==> src/rtl/seed_recovery_seq.sv <==
module seed_recovery_seq #(
  parameter int DW          = 32,
  parameter int AW          = 4,
  parameter int CONDRST     = 1,
  parameter int TIMEOUT_CYC = 10000,
  parameter int FLUSH_WORDS = 12,
  parameter int BURST_WORDS = 4
) (
  input  logic          clk,
  input  logic          rst_n,
  input  logic          need,
  output logic          out_valid,
  input  logic          out_ready,
  output logic [DW-1:0] out_data,
  output logic          req_fail,
  output logic          fatal,
  output logic          bus_req,
  output logic          bus_we,
  output logic [AW-1:0] bus_addr,
  output logic [DW-1:0] bus_wdata,
  input  logic          bus_ack,
  input  logic [DW-1:0] bus_rdata
);
  localparam int TW = $clog2(TIMEOUT_CYC + 1);
  localparam int FW = $clog2(FLUSH_WORDS + 1);
  localparam int BW = $clog2(BURST_WORDS + 1);
  localparam int B_RDY = 0, B_CUR = 2, B_FLAG = 6, B_CRST = 30, B_EN = 2;
  localparam logic [AW-1:0] A_CTRL = AW'(0), A_STAT = AW'(4), A_DATA = AW'(8);

  typedef enum logic [3:0] {
    S_IDLE, S_STAT, S_DATA, S_PUSH, S_CRSET, S_CRCLR, S_FLAGCLR,
    S_FLUSH, S_CONFIRM, S_POLLCR, S_POLLSR, S_HALT
  } st_t;

  st_t            st;
  logic           req_q, force_q, rec_q, fail_q, bus_op, done, burst_done, rec_expired;
  logic [BW-1:0]  burst;
  logic [FW-1:0]  flush;
  logic [TW-1:0]  req_cnt, rec_cnt;
  logic [DW-1:0]  data_q;

  assign bus_req     = req_q;
  assign done        = bus_ack && req_q;
  assign out_valid   = (st == S_PUSH);
  assign out_data    = data_q;
  assign fatal       = (st == S_HALT);
  assign req_fail    = fail_q;
  assign burst_done  = out_valid && out_ready && (burst == BW'(BURST_WORDS - 1));
  assign rec_expired = (rec_cnt == TW'(TIMEOUT_CYC));

  always_comb begin
    bus_op    = 1'b1;
    bus_we    = 1'b0;
    bus_addr  = A_STAT;
    bus_wdata = '0;
    case (st)
      S_STAT, S_CONFIRM, S_POLLSR: ;
      S_DATA, S_FLUSH:             bus_addr = A_DATA;
      S_POLLCR:                    bus_addr = A_CTRL;
      S_CRSET: begin
        bus_we    = 1'b1;
        bus_addr  = A_CTRL;
        bus_wdata = (DW'(1) << B_CRST) | (DW'(1) << B_EN);
      end
      S_CRCLR: begin
        bus_we    = 1'b1;
        bus_addr  = A_CTRL;
        bus_wdata = DW'(1) << B_EN;
      end
      S_FLAGCLR:                   bus_we = 1'b1;
      default:                     bus_op = 1'b0;
    endcase
  end

  always_ff @(posedge clk or negedge rst_n) begin
    if (!rst_n) begin
      st      <= S_IDLE;
      req_q   <= 1'b0;
      force_q <= 1'b0;
      rec_q   <= 1'b0;
      burst   <= '0;
      flush   <= '0;
      data_q  <= '0;
    end else begin
      if (bus_op && !req_q && !bus_ack) req_q <= 1'b1;
      else if (bus_ack)                 req_q <= 1'b0;
      case (st)
        S_IDLE:
          if (rec_q)     st <= S_POLLCR;
          else if (need) st <= S_STAT;
        S_STAT:
          if (done) begin
            if (bus_rdata[B_FLAG] || force_q) begin
              force_q <= 1'b0;
              st <= (CONDRST != 0 && bus_rdata[B_CUR]) ? S_CRSET : S_FLAGCLR;
            end else if (bus_rdata[B_RDY]) begin
              burst <= '0;
              st    <= S_DATA;
            end else begin
              st <= S_IDLE;
            end
          end
        S_DATA:
          if (done) begin
            if (bus_rdata == '0) begin
              force_q <= 1'b1;
              st      <= S_STAT;
            end else begin
              data_q <= bus_rdata;
              st     <= S_PUSH;
            end
          end
        S_PUSH:
          if (out_ready) begin
            if (burst == BW'(BURST_WORDS - 1)) st <= S_IDLE;
            else begin
              burst <= burst + 1'b1;
              st    <= S_DATA;
            end
          end
        S_CRSET:
          if (done) st <= S_CRCLR;
        S_CRCLR:
          if (done) begin
            rec_q <= 1'b1;
            st    <= S_IDLE;
          end
        S_FLAGCLR:
          if (done) begin
            flush <= '0;
            st    <= (CONDRST != 0) ? S_IDLE : S_FLUSH;
          end
        S_FLUSH:
          if (done) begin
            if (flush == FW'(FLUSH_WORDS - 1)) st <= S_CONFIRM;
            else flush <= flush + 1'b1;
          end
        S_CONFIRM:
          if (done) st <= bus_rdata[B_FLAG] ? S_HALT : S_IDLE;
        S_POLLCR:
          if (done) begin
            if (bus_rdata[B_CRST]) st <= rec_expired ? S_HALT : S_IDLE;
            else                   st <= S_POLLSR;
          end
        S_POLLSR:
          if (done) begin
            if (bus_rdata[B_FLAG])     st <= S_HALT;
            else if (bus_rdata[B_CUR]) st <= rec_expired ? S_HALT : S_IDLE;
            else begin
              rec_q <= 1'b0;
              st    <= S_IDLE;
            end
          end
        default: st <= S_HALT;
      endcase
    end
  end

  always_ff @(posedge clk or negedge rst_n) begin
    if (!rst_n) begin
      req_cnt <= '0;
      rec_cnt <= '0;
      fail_q  <= 1'b0;
    end else begin
      fail_q <= 1'b0;
      if (!need || fatal || burst_done) req_cnt <= '0;
      else if (req_cnt == TW'(TIMEOUT_CYC - 1)) begin
        req_cnt <= '0;
        fail_q  <= 1'b1;
      end else req_cnt <= req_cnt + 1'b1;
      if (!rec_q)            rec_cnt <= '0;
      else if (!rec_expired) rec_cnt <= rec_cnt + 1'b1;
    end
  end

  p_bus_hold_r2: assert property (@(posedge clk) disable iff (!rst_n)
    bus_req && !bus_ack |=> bus_req && $stable(bus_addr) && $stable(bus_we) && $stable(bus_wdata));
  p_stall_hold_r3: assert property (@(posedge clk) disable iff (!rst_n)
    out_valid && !out_ready |=> out_valid && $stable(out_data));
  p_no_zero_out_r4: assert property (@(posedge clk) disable iff (!rst_n)
    out_valid |-> out_data != '0);
  p_fail_pulse_r10: assert property (@(posedge clk) disable iff (!rst_n)
    req_fail |=> !req_fail);
  p_fatal_sticky_r11: assert property (@(posedge clk) disable iff (!rst_n)
    fatal |=> fatal);
  p_fatal_quiet_r11: assert property (@(posedge clk) disable iff (!rst_n)
    fatal |-> !bus_req);
  generate
    if (CONDRST == 0) begin : g_legacy_chk
      p_no_ctrl_write_r9: assert property (@(posedge clk) disable iff (!rst_n)
        bus_req && bus_we |-> bus_addr != A_CTRL);
    end
  endgenerate
endmodule

==> config.mk <==
export PLATFORM = sky130hd
export DESIGN_NAME = seed_recovery_seq
export DESIGN_NICKNAME = d
export VERILOG_FILES = /design/src/rtl/seed_recovery_seq.sv
export SDC_FILE = /design/constraint.sdc
export NUM_CORES = 1
export LEC_CHECK = 0
export BUFFER_PORTS_ARGS = -buffer_cell sky130_fd_sc_hd__clkbuf_2
export CELL_PAD_IN_SITES_DETAIL_PLACEMENT = 2
export CELL_PAD_IN_SITES_GLOBAL_PLACEMENT = 2
export CORE_ASPECT_RATIO = 0.75
export CORE_MARGIN = 4
export CORE_UTILIZATION = 30
export CTS_CLUSTER_DIAMETER = 200
export CTS_CLUSTER_SIZE = 10
export DETAILED_ROUTE_END_ITERATION = 12
export GPL_ROUTABILITY_DRIVEN = 1
export PLACE_DENSITY_LB_ADDON = 0.1
export SYNTH_ARGS = -nofsm -noshare
export SYNTH_HDL_FRONTEND = slang
export SYNTH_SLANG_ARGS = --single-unit
export TNS_END_PERCENT = 1
==> constraint.sdc <==
create_clock -name clk -period 1.85 [get_ports clk]
set_input_delay 0.0925 -clock clk [delete_from_list [all_inputs] [get_ports clk]]
set_output_delay 0.0925 -clock clk [all_outputs]
set_load 0.005 [all_outputs]
==> results of run 1 <==
## registers in the layout, summed over array words and instances, names as in the netlist
signal / cells
out_data: 32
rec_cnt: 14
req_cnt: 14
flush: 4
st: 4
burst: 3
bus_req: 1
force_q: 1
rec_q: 1
req_fail: 1
## cell families (layout without fill, tap and decap cells)
| logic type | count (synthesis) | after routing | synth area share |
|---|---|---|---|
| AOI/OAI and AO/OA | 43 | 43 | 0.07178 |
| DFF | 75 | 75 | 0.4641 |
| buffers and inverters | 55 | 157 | 0.09096 |
| other | 1 | 32 | 0.0009273 |
| adders and majority gates | 6 | 6 | 0.01856 |
| and+or+nand+nor | 141 | 141 | 0.1804 |
| muxes | 36 | 36 | 0.1278 |
| xor gates and xnor gates | 21 | 21 | 0.04548 |
## stage by stage
stage	worst slack (ns)	util
final	0.007497	0.4101
after global routing	-0.06854	0.4101
after CTS	-0.06236	0.3945
after detailed placement	-0.1177	0.3615
after global placement	-0.07817	0.3615
after floorplan	0.06332	-
## synth_stat cells, types with 2 or more instances
library cell	number	area share
dfrtp_1	75	0.46
nor2_1	38	0.035
buf_4	32	0.059
mux2_4	30	0.11
nand2_1	24	0.022
xnor2_1	15	0.032
nand3_1	12	0.015
inv_1	11	0.010
and2_1	10	0.015
nand4_1	9	0.014
nor4_1	9	0.014
o21ai_0	8	0.0099
nor2b_1	7	0.011
nor3_1	7	0.0087
ha_1	6	0.019
xor2_1	6	0.013
a21oi_1	5	0.0062
a31oi_1	5	0.0077
buf_6	5	0.014
mux2_1	5	0.014
or3_1	5	0.0077
and3_1	4	0.0062
clkbuf_1	4	0.0037
nand2b_1	4	0.0062
a21boi_0	3	0.0056
a21boi_1	3	0.0056
buf_2	3	0.0037
nand3b_1	3	0.0056
o21ai_1	3	0.0037
a311oi_1	2	0.0043
o21a_1	2	0.0037
o31a_1	2	0.0043
o31ai_1	2	0.0037
## worst paths after layout
check                                      endpoint  slack (ns)  cells past startpoint
min reg2reg                    req_cnt[0]$_DFF_PN0_        0.49                      1
max reg2reg                       st[2]$_DFFE_PN0P_       0.007                      6
max                               st[2]$_DFFE_PN0P_       0.007                      6
min                         out_data[7]$_DFFE_PN0P_        0.01                      2
min in group asynchronous     req_cnt[12]$_DFF_PN0_        0.27                      2
max in group asynchronous  out_data[21]$_DFFE_PN0P_        1.00                      3
## repair_timing
action	CTS	global route
cloned	0	1
endpoints found under the setup margin	47	53
setup buffers	0	4
hold buffers	14	2
pin swaps	0	6
resized for setup	3	26
hold endpoints to repair	48	2
## power breakdown
part	switching, mW	internal [mW]
Sequential	0.342	2.10
Clock	0.753	0.927
Combinational	1.31	1.62
## critical path, cell delays in order, from the launching register on
cell and delay (ns):
dfrtp_2 0.44, buf_4 0.18, and4b_4 0.21, a32oi_2 0.21, o21ai_2 0.10, or4b_4 0.50
a21oi_2 0.14
## area by class of cell
type	count	area [um^2]
clock buffers	9	225.2
clock inverters	7	57.56
fillers	1387	7732
inverters	11	41.29
multi-input cells	279	2054
flip-flops and latches	75	1879
well taps	171	214.0
repair buffers	130	903.4
## per-layer routing
layer | up-vias | share of wire | track usage | routed length, um
li1 | 1512 | - | - | -
met1 | 1636 | 0.50 | 0.2271 | 5994
met2 | 66 | 0.45 | 0.2370 | 5351
met3 | 6 | 0.045 | 0.04863 | 533
met4 | 0 | 0.0039 | 0.02877 | 47
met5 | - | 0 | 0 | 0
## cell usage in the layout, fill, tap and decap left out, drive strengths merged, types with 2 or more instances in the layout
cell / instances
nor2b: 7
nand3: 12
nand3b: 3
dlygate4sd3: 16
mux2: 35
a21oi: 5
dfrtp: 75
nand2b: 4
nor4: 9
a31oi: 5
xor2: 6
nor3: 7
o21a: 2
nand4: 9
buf: 36
ha: 6
a21boi: 6
xnor2: 15
nand2: 24
nor2: 39
or3: 5
o21ai: 11
and3: 4
clkinvlp: 3
inv: 15
conb: 32
o31ai: 2
clkbuf: 87
a311oi: 2
o31a: 2
and2: 10
==> impl_metrics.toml, run 1 <==
[status]
run_status = "finished clean"

[job]
maxCapViolCount = 0

[detailed_routing]
drtPass1Iterations = 6
drc_errors = 0
wl_per_cell_um = 17.49
drt_iter0_drc = 92
ant_nets = 0
vias = 3220
drt-total-wl_mm = 11.93
via_per_inst = 4.721

[grt]
grt_use_total = 0.1583
grt_max_degree = 38
grt_pass1_wl_mm = 19.08
grt_pass1_vias = 3380
grt_remaining_overflow = 0
grt_antenna_before_repair = 0

[sta]
fmax_mhz = 542.7
hold_viol_final = 0
holdWs_ns = 0.01417
fin_crit_sh = 0.9959
worst_pin_slew_ns = 0.5251
slew_headroom = 0.6499
final.setup.tns_ns = 0
maxSlewViolCount = 0
setup_viol = 0
fin_crit_ns = 1.843
rsz0062_at_grt = "yes"
fin_skew_ns = 0.007107

[logic_synthesis]
netlist_instances = 378
avgSynthCellArea_um2 = 10.70
synth_warnings = 0
seq_area_frac_synth = 0.4641
synth_seq_cells = 75
yosysUniqueCellTypes = 52
syn-cell-area_mm2 = 0.004044
synth_edf_count = 0
synth_flop_cell = "dfrtp_1"
synthArstFlopShare = 1.000

[clock_network]
clock_tree.root_cell = "clkbuf_16"
clk_path_buf_depth = 2
cts_tree = "yes"
clkLatencyLatePin_ns = 0.34
htreeDepth = 3
cts-buffers-inserted = 9
cts_sinks = 75
clkTransAtPathRegs_ns = 0.06

[floorplan]
start_util = 0.3085
core_mm2 = 0.01311
dieArea_mm2 = 0.01542
row_count = 36
num_io_pins = 110
die_h_um = 108.5
chipWidth_um = 142.1

[power]
peakVddDrop_uv = 496.2
p_per_area_mw_per_mm2 = 1311
total_power_mw = 7.045
leakage_nw = 2.575

[setup_path]
critPathMaxFanout = 7
r2r_start = "st[0]$_DFFE_PN0P_"
crit_required_ns = 2.12
criticalPathCategory = "register to register"
cp-end-kind = "register"
crit_arrival_ns = 2.11
start_kind = "register"
cp-startpoint = "st[0]$_DFFE_PN0P_"

[placement]
dpl_cell_area_mm2 = 0.004738
portBuffers = 77
gp_congestion = 0.7649
dp_hpwl_mm = 8.832
placed_cells = 645

[layout]
num-nets-final = 549
syn_to_final_growth_pct = 32.92
drive_gt1_frac = 0.3659
final_cell_area_mm2 = 0.005375
diodes = 0
stdcell_count = 682

[worst_hold_path]
worstHoldPathType = "input pin to register"
min_from = "bus_rdata[7]"
(Power assumes the default switching activity.)
==> inputs of run 2 (changes only) <==
--- a/config.mk
+++ b/config.mk
@@ -5,6 +5,7 @@
 export SDC_FILE = /design/constraint.sdc
 export NUM_CORES = 1
 export LEC_CHECK = 0
+export ABC_CLOCK_PERIOD_IN_PS = 1850
 export BUFFER_PORTS_ARGS = -buffer_cell sky130_fd_sc_hd__clkbuf_2
 export CELL_PAD_IN_SITES_DETAIL_PLACEMENT = 2
 export CELL_PAD_IN_SITES_GLOBAL_PLACEMENT = 2
@@ -15,6 +16,8 @@
 export CTS_CLUSTER_SIZE = 10
 export DETAILED_ROUTE_END_ITERATION = 12
 export GPL_ROUTABILITY_DRIVEN = 1
+export GPL_TIMING_DRIVEN = 0
+export HOLD_SLACK_MARGIN = 0.1
 export PLACE_DENSITY_LB_ADDON = 0.1
 export SYNTH_ARGS = -nofsm -noshare
 export SYNTH_HDL_FRONTEND = slang
==> run 2 against run 1 <==
  * The flow now finishes with violations (negative setup slack)
  * Final cell count up 4.1%
  * Combinational power down 7.5%
  * Count of clock-buffer cells in the layout up 2
  * Non-clock buffer count up 28
  * Critical path type is now input pin to register
  * Critical endpoint is now out_data[30]$_DFFE_PN0P_
==> impl_metrics.toml, run 2 (synthesized netlist as in run 1, its figures left out) <==
[sta]
fin_crit_ns = 1.891
final.setup.tns_ns = -0.5853
hold_viol_final = 0
slew_headroom = 0.5910
rsz0062_at_grt = "yes"
fmax_mhz = 528.8
fin_crit_sh = 1.022
setup_slack_ns = -0.04118
worst_pin_slew_ns = 0.6135
maxSlewViolCount = 0
setup_viol = 30
holdWs_ns = 0.1216
fin_skew_ns = 0.008193

[status]
run_status = "complete, but fails checks"
violations = "negative setup slack"

[grt]
grt_antenna_before_repair = 0
grt_pass1_vias = 3676
grt_use_total = 0.1726
grt_pass1_wl_mm = 20.89
grt_remaining_overflow = 0
grt_max_degree = 41

[detailed_routing]
vias = 3304
drt_iter0_drc = 105
via_per_inst = 4.654
drtPass1Iterations = 4
ant_nets = 0
wl_per_cell_um = 18.18
drt-total-wl_mm = 12.91
drc_errors = 0

[worst_hold_path]
worstHoldPathType = "input pin to register"

[floorplan]
core_mm2 = 0.01311
row_count = 36
die_h_um = 108.5
dieArea_mm2 = 0.01542
start_util = 0.3085
chipWidth_um = 142.1
num_io_pins = 110

[setup_path]
cp-end-kind = "register"
criticalPathCategory = "input pin to register"
critPathMaxFanout = 10
crit_required_ns = 2.07
crit_slowest_cell = "dlygate4sd3_1"
max_stage_delay_ns = 0.53
crit_arrival_ns = 2.11
start_kind = "input pin"
path_cells = "dlygate4sd3_1 -> clkbuf_2 -> nor4_2 -> nand4_1 -> o21bai_4 -> or2_1 -> buf_6 -> buf_12 -> mux2_4"

[power]
peakVddDrop_uv = 512.5
internal_power_mw = 4.623
p_switching_mw = 2.379
p_seq_frac = 0.355
p_per_area_mw_per_mm2 = 1247
switching_share = 0.3397
pwr-share-comb = 0.386
leakage_nw = 2.715
power.share.clock = 0.259

[placement]
portBuffers = 77
gp_congestion = 0.7852
dp_slack_ns = -0.3516
dp_hpwl_mm = 8.731

[layout]
final_cell_mix = "clkbuf_2 (76), dfrtp_1 (70), buf_4 (38), nor2_1 (38), dlygate4sd3_1 (33)"
num-nets-final = 577
drive_gt1_frac = 0.3618
final_common_cell = "clkbuf_2"
fill_cells = 1409
syn_to_final_growth_pct = 38.89
diodes = 0
largest_register_ffs = 32

[clock_network]
clkLatencyLatePin_ns = 0.34
cts_sinks = 75
clk_path_buf_depth = 2
cts_tree = "yes"
cts-buffers-inserted = 9
clkTransAtPathRegs_ns = 0.06
clock_tree.root_cell = "clkbuf_16"
htreeDepth = 3

[job]
maxCapViolCount = 0
## run 2: cell count changes in the layout (fill, tap and decap cells not counted), sizes merged
| cell | delta |
|---|---|
| buf | +10 |
| clkinv | +2 |
| clkinvlp | -1 |
| dlygate4sd3 | +17 |
| bufinv | +1 |
| clkbuf | +3 |
| inv | -4 |
## run 2: area by class of cell
cell class	instances	area [um^2]	share of cell area
clock buffers	11	242.7	0.04322
well taps	171	214.0	0.03809
repair buffers	115	768.2	0.1368
clock inverters	5	62.56	0.01114
multi-input cells	279	2037	0.3627
plain buffers	43	367.9	0.06549
flip-flops and latches	75	1883	0.3353
inverters	11	41.29	0.007351
## run 2: stage by stage
step	total power [mW]	instance area, um^2	utilization	instances
5_1_grt	7.470	5617	0.4285	710
3_3_place_gp	4.755	4760	0.3631	657
4_1_cts	6.913	5514	0.4207	708
2_1_floorplan	3.839	4160	-	409
6_report	7.002	5617	0.4285	710
3_5_place_dp	4.855	4782	0.3648	658
## run 2: power by group through the flow
| stage | Sequential (mW) | Combinational, mW | Clock, mW |
|---|---|---|---|
| floorplan | 2.41 | 1.43 | 0 |
| global placement | 2.43 | 2.33 | 0 |
| detailed placement | 2.47 | 2.39 | 0 |
| CTS | 2.46 | 2.59 | 1.86 |
| global route | 2.56 | 2.97 | 1.94 |
| finish | 2.49 | 2.70 | 1.81 |
## run 2: path summary, 6_finish.rpt
check | from | endpoint | slack [ns] | depth (start not counted)
worst max-delay path | bus_rdata[15] | out_data[30]$_DFFE_PN0P_ | -0.04 | 9
worst min-delay path | bus_rdata[6] | out_data[6]$_DFFE_PN0P_ | 0.12 | 2
worst max register to register | st[0]$_DFFE_PN0P_ | out_data[30]$_DFFE_PN0P_ | -0.01 | 7
worst min register to register | req_cnt[0]$_DFF_PN0_ | req_cnt[0]$_DFF_PN0_ | 0.48 | 1
max in group asynchronous | rst_n | rec_cnt[1]$_DFFE_PN0P_ | 0.88 | 3
min in group asynchronous | rst_n | req_cnt[6]$_DFF_PN0_ | 0.32 | 2
## run 2: routing by layer
layer  global-route usage  share of wire  vias to the layer above
met4              0.03288         0.0078                        0
met1               0.2422           0.47                     1660
met2               0.2778           0.48                       72
met5                    0              0                        -
li1                     -              -                     1561
met3              0.03581          0.042                       11
## run 2: repair_timing
item,in CTS,in global routing
pin swaps,2,2
buffers inserted,2,2
endpoints found under the setup margin,54,54
hold endpoints to repair,71,0
gates resized for setup,22,23
hold buffers,33,0
## run 2: worst max-delay path, delay by kind of cell
kind	cells	cell delay (ns)
compound gates	1	0.20
mux	1	0.32
simple gates	3	0.51
buf+inv	4	0.98
